===== config.mk =====
export PLATFORM = sky130hd
export DESIGN_NAME = mon_return_seq
export DESIGN_NICKNAME = d
export VERILOG_FILES = /design/src/rtl/mon_ret_pkg.sv /design/src/rtl/mon_ret_ctrl.sv /design/src/rtl/mon_ret_rd.sv /design/src/rtl/mon_ret_arch.sv /design/src/rtl/mon_return_seq.sv
export SDC_FILE = /design/constraint.sdc
export NUM_CORES = 1
export LEC_CHECK = 0
export BUFFER_PORTS_ARGS = -buffer_cell sky130_fd_sc_hd__buf_4
export CAP_MARGIN = 30
export CORE_ASPECT_RATIO = 0.6
export CORE_MARGIN = 10
export CORE_UTILIZATION = 25
export DETAILED_ROUTE_END_ITERATION = 12
export PLACE_DENSITY_LB_ADDON = 0.05
export SKIP_CTS_REPAIR_TIMING = 1
export SLEW_MARGIN = 30
export SYNTH_ARGS = -nofsm -noshare
export SYNTH_HDL_FRONTEND = slang
export SYNTH_HIERARCHICAL = 1
export SYNTH_SLANG_ARGS = --single-unit

===== constraint.sdc =====
create_clock -name clk -period 3.75 [get_ports clk]
set_input_delay 0.1875 -clock clk [delete_from_list [all_inputs] [get_ports clk]]
set_output_delay 0.1875 -clock clk [all_outputs]
set_load 0.05 [all_outputs]

===== src/rtl/mon_ret_pkg.sv =====
package mon_ret_pkg;
  localparam int WORD_W     = 32;
  localparam int NUM_WORDS  = 4;
  localparam int PRIO_W     = 8;
  localparam int LINK_PRIO_LSB = 24;
  localparam int LINK_IE_BIT   = 23;
  localparam int ICTL_IE_BIT   = 8;
  localparam int BYTES_PER_WORD = WORD_W / 8;

  typedef enum logic [2:0] {
    SEL_PC   = 3'd0,
    SEL_ICTL = 3'd1,
    SEL_LINK = 3'd2,
    SEL_STAT = 3'd3,
    SEL_SP   = 3'd4,
    SEL_RA   = 3'd5,
    SEL_DPTR = 3'd6,
    SEL_TRIG = 3'd7
  } reg_sel_e;

  typedef struct packed {
    logic [WORD_W-1:0] pc;
    logic [WORD_W-1:0] ictl;
    logic [WORD_W-1:0] link;
    logic [WORD_W-1:0] stat;
    logic [WORD_W-1:0] sp;
    logic [WORD_W-1:0] ra;
    logic [WORD_W-1:0] dptr;
    logic [WORD_W-1:0] trig;
  } arch_t;
endpackage


===== src/rtl/mon_ret_ctrl.sv =====
module mon_ret_ctrl #(
  parameter int NUM_WORDS = 4,
  localparam int IDX_W = (NUM_WORDS > 1) ? $clog2(NUM_WORDS) : 1
) (
  input  logic             clk,
  input  logic             rst_n,
  input  logic             start,
  input  logic             mem_ready,
  output logic             busy,
  output logic             accept,
  output logic             ld_en,
  output logic [IDX_W-1:0] ld_idx,
  output logic             finish,
  output logic             done
);
  typedef enum logic {ST_IDLE, ST_FETCH} state_e;
  state_e state_q;
  logic [IDX_W-1:0] idx_q;

  assign busy   = (state_q == ST_FETCH);
  assign accept = start && (state_q == ST_IDLE);
  assign ld_en  = busy && mem_ready;
  assign ld_idx = idx_q;
  assign finish = ld_en && (idx_q == IDX_W'(NUM_WORDS - 1));

  always_ff @(posedge clk or negedge rst_n) begin
    if (!rst_n) begin
      state_q <= ST_IDLE;
      idx_q   <= '0;
      done    <= 1'b0;
    end else begin
      done <= finish;
      if (accept) begin
        state_q <= ST_FETCH;
        idx_q   <= '0;
      end else if (ld_en) begin
        if (finish) begin
          state_q <= ST_IDLE;
          idx_q   <= '0;
        end else begin
          idx_q <= idx_q + 1'b1;
        end
      end
    end
  end

  AST_DONE_PULSE: assert property (@(posedge clk) disable iff (!rst_n)
    done |=> !done);
  AST_DONE_IDLE: assert property (@(posedge clk) disable iff (!rst_n)
    done |-> !busy);
  AST_STALL_HOLD: assert property (@(posedge clk) disable iff (!rst_n)
    (busy && !mem_ready) |=> (busy && $stable(idx_q)));
endmodule


===== src/rtl/mon_ret_rd.sv =====
module mon_ret_rd
  import mon_ret_pkg::*;
#(
  parameter int ADDR_W = 32,
  parameter int NUM_WORDS = 4,
  localparam int IDX_W = (NUM_WORDS > 1) ? $clog2(NUM_WORDS) : 1,
  localparam int STEP_SH = $clog2(BYTES_PER_WORD)
) (
  input  logic              clk,
  input  logic              rst_n,
  input  logic              busy,
  input  logic [IDX_W-1:0]  idx,
  input  logic [WORD_W-1:0] base,
  input  logic              mem_ready,
  output logic              mem_req,
  output logic [ADDR_W-1:0] mem_addr
);
  logic [ADDR_W-1:0] offset;

  assign offset   = ADDR_W'(idx) << STEP_SH;
  assign mem_req  = busy;
  assign mem_addr = base[ADDR_W-1:0] + offset;

  AST_ADDR_HOLD: assert property (@(posedge clk) disable iff (!rst_n)
    (mem_req && !mem_ready) |=> (mem_req && $stable(mem_addr)));
endmodule


===== src/rtl/mon_ret_arch.sv =====
module mon_ret_arch
  import mon_ret_pkg::*;
#(
  parameter int NUM_WORDS = 4,
  localparam int IDX_W = (NUM_WORDS > 1) ? $clog2(NUM_WORDS) : 1
) (
  input  logic              clk,
  input  logic              rst_n,
  input  logic              busy,
  input  logic              accept,
  input  logic              ld_en,
  input  logic [IDX_W-1:0]  ld_idx,
  input  logic [WORD_W-1:0] ld_data,
  input  logic              finish,
  input  logic              feat_en,
  input  logic              wr_en,
  input  reg_sel_e          wr_sel,
  input  logic [WORD_W-1:0] wr_data,
  output arch_t             regs
);
  arch_t r_q;
  logic  wr_ok;

  assign wr_ok = wr_en && !busy && !accept;
  assign regs  = r_q;

  always_ff @(posedge clk or negedge rst_n) begin
    if (!rst_n) begin
      r_q <= '0;
    end else begin
      if (wr_ok) begin
        case (wr_sel)
          SEL_PC:   r_q.pc   <= wr_data;
          SEL_ICTL: r_q.ictl <= wr_data;
          SEL_LINK: r_q.link <= wr_data;
          SEL_STAT: r_q.stat <= wr_data;
          SEL_SP:   r_q.sp   <= wr_data;
          SEL_RA:   r_q.ra   <= wr_data;
          SEL_DPTR: r_q.dptr <= wr_data;
          SEL_TRIG: r_q.trig <= wr_data;
          default:  ;
        endcase
      end
      if (accept) begin
        r_q.pc <= {r_q.ra[WORD_W-1:1], 1'b0};
        r_q.ictl[ICTL_IE_BIT] <= r_q.link[LINK_IE_BIT];
        r_q.ictl[PRIO_W-1:0]  <= r_q.link[LINK_PRIO_LSB +: PRIO_W];
      end
      if (ld_en) begin
        case (ld_idx)
          IDX_W'(0): r_q.link <= ld_data;
          IDX_W'(1): r_q.stat <= ld_data;
          IDX_W'(2): r_q.sp   <= ld_data;
          IDX_W'(3): r_q.ra   <= ld_data;
          default:   ;
        endcase
      end
      if (finish && feat_en) begin
        r_q.trig <= '0;
      end
    end
  end

  AST_PC_ALIGNED: assert property (@(posedge clk) disable iff (!rst_n)
    accept |=> (r_q.pc[0] == 1'b0));
  AST_TRIG_CLEAR: assert property (@(posedge clk) disable iff (!rst_n)
    (finish && feat_en) |=> (r_q.trig == '0));
  AST_DPTR_KEEP: assert property (@(posedge clk) disable iff (!rst_n)
    busy |=> $stable(r_q.dptr));
  AST_ICTL_UPPER: assert property (@(posedge clk) disable iff (!rst_n)
    busy |=> $stable(r_q.ictl));
endmodule


===== src/rtl/mon_return_seq.sv =====
module mon_return_seq
  import mon_ret_pkg::*;
#(
  parameter int ADDR_W = 32
) (
  input  logic              clk,
  input  logic              rst_n,
  input  logic              start,
  input  logic              feat_en,
  input  logic              wr_en,
  input  logic [2:0]        wr_sel,
  input  logic [31:0]       wr_data,
  output logic              mem_req,
  output logic [ADDR_W-1:0] mem_addr,
  input  logic              mem_ready,
  input  logic [31:0]       mem_rdata,
  output logic              busy,
  output logic              done,
  output logic [31:0]       pc_o,
  output logic [31:0]       ictl_o,
  output logic [31:0]       link_o,
  output logic [31:0]       stat_o,
  output logic [31:0]       sp_o,
  output logic [31:0]       ra_o,
  output logic [31:0]       dptr_o,
  output logic [31:0]       trig_o
);
  localparam int IDX_W = $clog2(NUM_WORDS);

  logic             accept, ld_en, finish;
  logic [IDX_W-1:0] ld_idx;
  arch_t            regs;
  reg_sel_e         sel;

  assign sel = reg_sel_e'(wr_sel);

  mon_ret_ctrl #(.NUM_WORDS(NUM_WORDS)) u_ctrl (
    .clk(clk), .rst_n(rst_n), .start(start), .mem_ready(mem_ready),
    .busy(busy), .accept(accept), .ld_en(ld_en), .ld_idx(ld_idx),
    .finish(finish), .done(done)
  );

  mon_ret_rd #(.ADDR_W(ADDR_W), .NUM_WORDS(NUM_WORDS)) u_rd (
    .clk(clk), .rst_n(rst_n), .busy(busy), .idx(ld_idx), .base(regs.dptr),
    .mem_ready(mem_ready), .mem_req(mem_req), .mem_addr(mem_addr)
  );

  mon_ret_arch #(.NUM_WORDS(NUM_WORDS)) u_arch (
    .clk(clk), .rst_n(rst_n), .busy(busy), .accept(accept), .ld_en(ld_en),
    .ld_idx(ld_idx), .ld_data(mem_rdata), .finish(finish), .feat_en(feat_en),
    .wr_en(wr_en), .wr_sel(sel), .wr_data(wr_data), .regs(regs)
  );

  assign pc_o   = regs.pc;
  assign ictl_o = regs.ictl;
  assign link_o = regs.link;
  assign stat_o = regs.stat;
  assign sp_o   = regs.sp;
  assign ra_o   = regs.ra;
  assign dptr_o = regs.dptr;
  assign trig_o = regs.trig;

  AST_REQ_AFTER_START: assert property (@(posedge clk) disable iff (!rst_n)
    accept |=> (mem_req && busy));
  AST_IDLE_QUIET: assert property (@(posedge clk) disable iff (!rst_n)
    !busy |-> !mem_req);
endmodule


==> metrics.md, run 1 <==
| Metric | Value |
|---|---|
| Ports | `364` |
| Rel. slew slack | `0.3614` |
| Final ANT Viol Nets | `0` |
| Post-route cell area | `17660 µm²` |
| Final net count | `1696` |
| Final Max Slew Viols | `0` |
| Status | `complete, no violations` |
| IO Port Bufs | `363` |
| Antenna violations before repair | `2` |
| Clock skew | `0.01269 ns` |
| Synth Area in Compound Gates | `0.2152` |
| Synth area leaders | `dfrtp_1 52%, o21ai_0 5.5%, a31oi_1 4.8%` |
| WP data required | `3.56 ns` |
| Reg clk slew, reported paths | `0.06 ns` |
| GPL Wtd Cong | `0.7677` |
| Final Hold Viols | `0` |
| Vias/cell | `5.241` |
| Worst hold path class | `in2reg` |
| F_max | `299.3 MHz` |
| Crit Path Max Fanout | `11` |
| Post-synthesis cell count | `1250` |
| Clk_lat worst skew | `0.58 ns` |
| Routed WL | `63550 µm` |
| Worst path slowest cell | `nor4_4` |
| Number of DRC markers in iteration 0 | `1005` |
| Wire length per cell | `27.73 µm` |
| Post-Synth Simple-Gate Area | `0.1362` |
| Distinct cells, synth | `49` |
| Die Wd | `308.8 µm` |
| Drt drc | `0` |
| Main combinational cell family by area after synthesis | `compound AO/OA/AOI/OAI gates` |
| Crit end category | `output pin` |
| PwrDens | `1020 nW/µm²` |
| Clock Tree Buf Depth | `3` |
| Actual slew at the worst max-slew pin | `0.9508 ns` |
| Die Ht | `193.3 µm` |
| Die area | `59690 µm²` |
| Initial Util | `0.2532` |
| DP Area | `15900 µm²` |
| Fill cell count | `4932` |
| Yosys top cell area share | `0.5200` |
| Share of layout cells above drive strength 1 | `0.3199` |
| Total gr overflow | `0` |
| Tmin final | `3.341 ns` |
| Number of global-route vias before repair | `11840` |
| Pre-antenna DRT Iters | `5` |
| CP bufs+invs | `1` |
| Ys async rst share | `1.000` |
| Mux cell area share after synthesis | `0.06030` |
| Clock tree root buffer cell | `clkbuf_16` |
| Depth of the CTS H-tree | `1` |
| First-pass GRT wire length | `90880 µm` |
| # clock sinks | `260` |
| Final count of negative-setup-slack endpoints | `0` |
| Cell with the most instances after synthesis | `dfrtp_1` |
| Row Count | `63` |
| Most area-hungry cell type in the Yosys netlist | `dfrtp_1` |
| Setup crit start kind | `flop` |
| Adder-cell share of the synthesized area | `0.004600` |
| Total Neg Setup Slack | `0 ns` |
| Avg Synthesized Cell Area | `10.01 µm²` |
| Num CTS Buffers | `29` |
| Worst path cell trace | `ha_1 > a21oi_1 > nor4_4 > nand4_1 > xnor2_1 > buf_4` |
| Post-route clock period utilization | `0.8908` |
| Slowest stage delay, CP | `0.87 ns` |
| Flop2flop setup slack | `0.54 ns` |
| CP top delay family | `simple AND/OR/NAND/NOR gates` |
| Overall Global Routing Usage | `0.2014` |
| RSZ-0062 raised after global routing | `no` |
| EDFF count, synth | `0` |
| Xor and xnor area share after synthesis | `0.01960` |
| IR drop worst, VDD | `0.4101 mV` |
| Arr. time, crit path | `3.15 ns` |
| Synth top cells by count | `260 x dfrtp_1, 137 x o21ai_0, 136 x nor2_1` |
| Post-DP HPWL | `41810 µm` |
| #FFs+latches synth | `260` |
| Sequential share of the synthesized area | `0.5200` |
| Warnings from Yosys | `6` |
| Core ar. | `49420 µm²` |
| Largest net degree at the start of global routing | `109` |
| Syn_nets | `1327` |
| Area added between synthesis and finish | `41.13%` |
| Max_cap viols | `0` |
| Synthesized cell area | `12510 µm²` |
| Vias | `12010` |
| Critical path class | `reg2out` |
| Synth Flop Type | `dfrtp_1` |
| Cell leakage power | `7.884 nW` |
| CTS tree | `yes` |
## placed cells by master (no fill, tap or decap), drive strengths merged, types with 2 or more instances in the layout
| master | instances |
|---|---|
| o21ai | 160 |
| nand3b | 4 |
| ha | 3 |
| inv | 2 |
| or3 | 2 |
| nor2 | 136 |
| a221o | 40 |
| and2 | 3 |
| nor2b | 3 |
| nor3 | 4 |
| o211ai | 32 |
| and4 | 2 |
| buf | 392 |
| or3b | 2 |
| nor4b | 2 |
| a21oi | 68 |
| a22o | 3 |
| clkbuf | 43 |
| xnor2 | 23 |
| a41oi | 32 |
| clkinv | 5 |
| and3 | 45 |
| dlygate4sd3 | 74 |
| nand4 | 8 |
| xor2 | 5 |
| a31oi | 96 |
| clkinvlp | 3 |
| mux2 | 57 |
| nand2 | 26 |
| dfrtp | 260 |
| nand3 | 95 |
| bufinv | 2 |
## report_power, final
part / switching (W) / total, W / leakage [nW] / internal (W)
registers: 0.000971 / 0.00495 / 3.15 / 0.00398
logic: 0.00703 / 0.00999 / 4.25 / 0.00296
clock network: 0.00131 / 0.00306 / 0.482 / 0.00175
## tightest hold or removal path: cells and delay by family
| kind | cells | cell delay [ns] |
|---|---|---|
| compound gates | 1 | 0.07 |
| buf+inv | 1 | 0.19 |
| simple gates | 1 | 0.08 |
## per-stage QoR
step | worst slack (ns) | total power, W | utilization | hold WS [ns] | instances
after floorplan | 0.8479 | 0.01126 | - | -0.1081 | 1250
after global placement | 0.8249 | 0.01487 | 0.3202 | 0.3529 | 2160
after detailed placement | 0.7530 | 0.01494 | 0.3217 | 0.3481 | 2163
after CTS | 0.3686 | 0.01806 | 0.3417 | -0.2659 | 2216
after global routing | 0.2872 | 0.01887 | 0.3572 | 0.002141 | 2291
final | 0.4094 | 0.01800 | 0.3573 | 0.004623 | 2292
## path summary, 6_finish.rpt
kind	startpoint	end	cells after the start
setup / recovery	u_ctrl/ld_idx[1]	mem_addr[31]	6
hold / removal	wr_data[5]	u_arch/regs[5]	3
setup reg to reg	u_ctrl/busy	u_arch/regs[135]	6
hold reg to reg	u_arch/regs[219]	u_arch/regs[219]	1
max in group asynchronous	rst_n	u_arch/regs[218]	4
min in group asynchronous	rst_n	u_arch/regs[33]	2
## registers in the layout (all words and copies together) (netlist names)
name,flops
u_arch/regs,256
u_ctrl/busy,1
u_ctrl/done,1
u_ctrl/ld_idx,2
## per-layer routing
metal,share of wire,GRT usage,vias up
met1,0.46,0.2826,6219
met3,0.064,0.04558,52
met2,0.46,0.3181,355
li1,-,-,5387
met4,0.013,0.02880,0
met5,0,0,-
## cell type report
cell class              count  area (µm²)  share of cell area
diodes                      1       2.502           0.0001417
clock buffers              43       878.3             0.04974
clock inverters            10       111.4            0.006306
inverters                   2       7.507           0.0004251
multi-input cells         860        5534              0.3134
flip-flops and latches    260        6506              0.3685
well taps                 650       813.3             0.04606
repair buffers            466        3805              0.2155
## cell families (layout without fill, tap and decap cells)
kind of cell	after synthesis	in the layout
flip-flops	260	260
AND/OR/NAND/NOR	340	340
adder cells (fa/ha/maj)	4	4
buffers and inverters	130	521
XOR/XNOR	28	28
multiplexers	57	57
other	0	1
AO/OA/AOI/OAI	431	431
Power figures use the tool's default switching activity.
==> run 2, diff against run 1 <==
--- a/config.mk
+++ b/config.mk
@@ -5,7 +5,7 @@
 export SDC_FILE = /design/constraint.sdc
 export NUM_CORES = 1
 export LEC_CHECK = 0
-export BUFFER_PORTS_ARGS = -buffer_cell sky130_fd_sc_hd__buf_4
+export BUFFER_PORTS_ARGS = -buffer_cell sky130_fd_sc_hd__clkbuf_2
 export CAP_MARGIN = 30
 export CORE_ASPECT_RATIO = 0.6
 export CORE_MARGIN = 10
==> metrics.md, run 2 (synthesized netlist as in run 1, its figures left out) <==
| Metric | Value |
|---|---|
| Failing checks | `hold timing` |
| Wire length per cell | `27.88 µm` |
| Critical path class | `reg2out` |
| CTS tree | `yes` |
| Initial Util | `0.2532` |
| Max FFs per register | `256` |
| Worst path slowest cell | `dfrtp_1` |
| First-pass GRT wire length | `90430 µm` |
| Pre-antenna DRT Iters | `5` |
| Vias | `11760` |
| Final Max Slew Viols | `0` |
| Slowest stage delay, CP | `0.55 ns` |
| Rel. slew slack | `0.3657` |
| Ports | `364` |
| Total gr overflow | `0` |
| Crit Path Max Fanout | `11` |
| Reg clk slew, reported paths | `0.06 ns` |
| Worst path cell trace | `ha_1 > fa_1 > nand4_1 > nor3_2 > buf_4 > nand4_1 > xnor2_1 > clkbuf_2` |
| Worst reg-to-reg path cell count | `5` |
| Setup crit start kind | `flop` |
| WHS | `-0.009703 ns` |
| Final Hold Viols | `1` |
| Drt drc | `0` |
| IO Port Bufs | `363` |
| Clk_lat worst skew | `0.58 ns` |
| Commonest cells after routing, fill and taps aside | `362 x clkbuf_2, 260 x dfrtp_1, 137 x o21ai_0` |
| Final ANT Viol Nets | `0` |
| Max_cap viols | `0` |
| Post-DP HPWL | `41350 µm` |
| # clock sinks | `260` |
| Share of layout cells above drive strength 1 | `0.3216` |
| IR drop worst, VDD | `0.4310 mV` |
| Clock tree root buffer cell | `clkbuf_16` |
| Num CTS Buffers | `29` |
| Depth of the CTS H-tree | `1` |
| Clock skew | `0.01629 ns` |
| WP data required | `3.56 ns` |
| Routed WL | `62620 µm` |
| Crit end category | `output pin` |
| PwrDens | `1030 nW/µm²` |
| Commonest non-fill, non-tap cell in the layout | `clkbuf_2` |
| Overall Global Routing Usage | `0.2010` |
| Worst hold path class | `in2reg` |
| Final net count | `1658` |
| F_max | `333.3 MHz` |
| Tmin final | `3.000 ns` |
| Actual slew at the worst max-slew pin | `0.9515 ns` |
| Post-route clock period utilization | `0.8001` |
| GPL Wtd Cong | `0.7414` |
| Total Power | `0.01669 W` |
| Die Wd | `308.8 µm` |
| Die Ht | `193.3 µm` |
| Antenna violations before repair | `3` |
| Number of DRC markers in iteration 0 | `982` |
| Number of global-route vias before repair | `11740` |
| Largest net degree at the start of global routing | `107` |
| Core ar. | `49420 µm²` |
| RSZ-0062 raised after global routing | `no` |
| Row Count | `63` |
| Arr. time, crit path | `2.81 ns` |
| Critical Path Most Common Cell | `nand4_1` |
| Final count of negative-setup-slack endpoints | `0` |
| Total Neg Setup Slack | `0 ns` |
| Cell leakage power | `7.404 nW` |
| Status | `complete, but fails checks` |
| Area added between synthesis and finish | `29.46%` |
| Die area | `59690 µm²` |
| Vias/cell | `5.236` |
| Min-Delay Path Depth | `3` |
| Fill cell count | `5150` |
| Clock Tree Buf Depth | `3` |
-- run 2: cell type report --
cell class / count / area (µm²) / share of cell area
clock inverters: 5 / 53.80 / 0.003321
diodes: 1 / 2.502 / 0.0001545
multi-input cells: 860 / 5544 / 0.3423
clock buffers: 40 / 787.0 / 0.04859
inverters: 2 / 7.507 / 0.0004635
repair buffers: 428 / 2484 / 0.1533
well taps: 650 / 813.3 / 0.05021
flip-flops and latches: 260 / 6506 / 0.4017
-- run 2: metrics by stage --
| step | std cells | util | hold WS [ns] | area, µm² | worst slack (ns) |
|---|---|---|---|---|---|
| floorplan | 1250 | - | -0.1081 | 12510 | 0.8479 |
| global placement | 2163 | 0.3021 | 0.3385 | 14930 | 1.103 |
| detailed placement | 2164 | 0.3029 | 0.3419 | 14970 | 1.064 |
| CTS | 2209 | 0.3199 | -0.2670 | 15810 | 0.6737 |
| global route | 2245 | 0.3277 | 0.01389 | 16200 | 0.5147 |
| finish | 2246 | 0.3277 | -0.009703 | 16200 | 0.7495 |
-- run 2: critical path, delay by kind of cell, from the launching register on --
family                   cells  cell delay [ns]
XOR/XNOR                     1             0.18
adder cells (fa/ha/maj)      2             0.49
buffers and inverters        2             0.55
flip-flops                   1             0.55
AND/OR/NAND/NOR              3             0.46
-- run 2: power by group --
group	internal, W	switching [W]
combinational	0.00203	0.00696
clock	0.00151	0.00122
sequential	0.00399	0.000988
-- run 2: worst paths after layout --
path,startpoint,slack (ns),endpoint
min in group asynchronous,rst_n,0.14,u_arch/regs[36]
setup / recovery,u_ctrl/ld_idx[0],0.75,mem_addr[30]
setup reg to reg,u_ctrl/busy,1.04,u_arch/regs[36]
max in group asynchronous,rst_n,2.56,u_arch/regs[59]
hold / removal,wr_data[22],-0.01,u_arch/regs[22]
hold reg to reg,u_arch/regs[219],0.49,u_arch/regs[219]
-- run 2: metal layers --
metal | track usage | vias up | wire length, µm
met4 | 0.02827 | 0 | 879
li1 | - | 5316 | -
met1 | 0.2813 | 6066 | 28930
met2 | 0.3161 | 327 | 28720
met3 | 0.04842 | 51 | 4095
met5 | 0 | - | 0
==> run 3, diff against run 2 <==
==> constraint.sdc (replaced) <==
create_clock -name clk -period 2.75 [get_ports clk]
set_input_delay 0.1375 -clock clk [delete_from_list [all_inputs] [get_ports clk]]
set_output_delay 0.1375 -clock clk [all_outputs]
set_load 0.05 [all_outputs]
==> metrics.md, run 3 (synthesized netlist as in run 1, its figures left out) <==
| Metric | Value |
|---|---|
| Status | `complete, but fails checks` |
| Failing checks | `hold timing` |
| IO Port Bufs | `363` |
| Pre-antenna DRT Iters | `5` |
| Wire length per cell | `27.82 µm` |
| Post-route clock period utilization | `0.9745` |
| Total Power | `0.02333 W` |
| Num CTS Buffers | `29` |
| IR drop worst, VDD | `0.5589 mV` |
| Drt drc | `0` |
| Worst path cell trace | `ha_2 > fa_2 > nand4_1 > nor3_2 > buf_6 > nand4_1 > xnor2_2 > buf_12` |
| Max_cap viols | `0` |
| Number of global-route vias before repair | `11880` |
| Cell leakage power | `7.740 nW` |
| CTS tree | `yes` |
| Clock skew | `0.01610 ns` |
| Total gr overflow | `0` |
| WHS | `-0.03239 ns` |
| Die Wd | `308.8 µm` |
| DP Area | `15400 µm²` |
| Final Max Slew Viols | `0` |
| PwrDens | `1385 nW/µm²` |
| Number of DRC markers in iteration 0 | `1034` |
| Clock tree root buffer cell | `clkbuf_16` |
| Critical Path Most Common Cell | `nand4_1` |
| Core ar. | `49420 µm²` |
| Post-route cell area | `16850 µm²` |
| Antenna violations before repair | `3` |
| Worst hold path class | `in2reg` |
| Commonest non-fill, non-tap cell in the layout | `clkbuf_2` |
| Final net count | `1696` |
| Final ANT Viol Nets | `0` |
| Ports | `364` |
| CP top delay family | `simple AND/OR/NAND/NOR gates` |
| Clk_lat worst skew | `0.58 ns` |
| RSZ-0062 raised after global routing | `yes` |
| Routed WL | `63630 µm` |
| Arr. time, crit path | `2.54 ns` |
| WP data required | `2.61 ns` |
| Reg clk slew, reported paths | `0.06 ns` |
| Slowest stage delay, CP | `0.39 ns` |
| Vias/cell | `5.243` |
| Row Count | `63` |
| Depth of the CTS H-tree | `1` |
| Final count of negative-setup-slack endpoints | `0` |
| Clock Tree Buf Depth | `3` |
| F_max | `373.2 MHz` |
| Die Ht | `193.3 µm` |
| Worst path slowest cell | `dfrtp_1` |
| Overall Global Routing Usage | `0.2032` |
| Largest net degree at the start of global routing | `97` |
| Vias | `11990` |
| Share of layout cells above drive strength 1 | `0.3409` |
| Post-DP HPWL | `42870 µm` |
| Die area | `59690 µm²` |
| Setup ws final | `0.07026 ns` |
| Area added between synthesis and finish | `34.67%` |
| Setup crit start kind | `flop` |
| GPL Wtd Cong | `0.7831` |
| # clock sinks | `260` |
| Commonest cells after routing, fill and taps aside | `348 x clkbuf_2, 260 x dfrtp_1, 137 x o21ai_0` |
| Number of diodes | `0` |
| Max FFs per register | `256` |
| First-pass GRT wire length | `91560 µm` |
| Worst slack, placed | `0.4235 ns` |
| Initial Util | `0.2532` |
| Critical path class | `reg2out` |
| Actual slew at the worst max-slew pin | `0.8692 ns` |
| Crit end category | `output pin` |
| Final Hold Viols | `5` |
| Crit Path Max Fanout | `10` |
| Tmin final | `2.680 ns` |
| Rel. slew slack | `0.4206` |
| CP bufs+invs | `2` |
==> run 3: cell count changes in the layout (fill, tap and decap cells not counted), moves of 4 or more <==
| cell | delta |
|---|---|
| buf_12 | +16 |
| buf_4 | +19 |
| clkbuf_1 | -4 |
| clkbuf_2 | -14 |
| clkinv_2 | +5 |
| dlygate4sd3_1 | +14 |
| xnor2_1 | -9 |
| xnor2_2 | +9 |
==> run 3: path summary, 6_finish.rpt <==
path | startpoint | to | slack (ns) | cells past startpoint
setup / recovery | u_arch/regs[34] | mem_addr[22] | 0.07 | 8
setup reg to reg | u_ctrl/busy | u_arch/regs[151] | 0.16 | 6
max in group asynchronous | rst_n | u_arch/regs[136] | 1.71 | 3
min in group asynchronous | rst_n | u_arch/regs[36] | 0.14 | 2
hold / removal | wr_data[29] | u_arch/regs[29] | -0.03 | 3
hold reg to reg | u_arch/regs[219] | u_arch/regs[219] | 0.50 | 1
==> run 3: cell type report <==
class	count	area [µm²]
timing repair buffer	466	2998
fill	5079	32570
sequential	260	6506
inverter	2	7.507
clock buffer	36	772.0
tap	650	813.3
clock inverter	13	146.4
multi-input combinational	860	5607
==> run 3: report_power, final <==
part	switching, W	leakage, nW	internal, W	total, W
registers	0.00133	3.15	0.00543	0.00676
clock network	0.00169	0.456	0.00225	0.00394
logic	0.00960	4.13	0.00303	0.0126
total	0.0126	7.74	0.0107	0.0233
==> run 3: metrics by stage <==
| stage | instances | util | TNS [ns] |
|---|---|---|---|
| floorplan | 1250 | - | 0 |
| global placement | 2187 | 0.3116 | 0 |
| detailed placement | 2187 | 0.3116 | 0 |
| CTS | 2236 | 0.3302 | -0.08744 |
| global route | 2287 | 0.3409 | -0.5177 |
| finish | 2287 | 0.3409 | 0 |
==> run 3: per-layer routing <==
layer | track usage | vias up | share of wire
met5 | 0 | - | 0
li1 | - | 5387 | -
met1 | 0.2913 | 6175 | 0.46
met2 | 0.3168 | 369 | 0.46
met3 | 0.04089 | 60 | 0.064
met4 | 0.03022 | 0 | 0.015
==> run 3: worst register-to-register path, stage by stage (launching register included) <==
cell	delay, ns
dfrtp_1	0.57
nor2b_4	0.20
nand2b_2	0.14
buf_4	0.63
o21ai_0	0.25
a31oi_1	0.18
dlygate4sd3_1	0.56
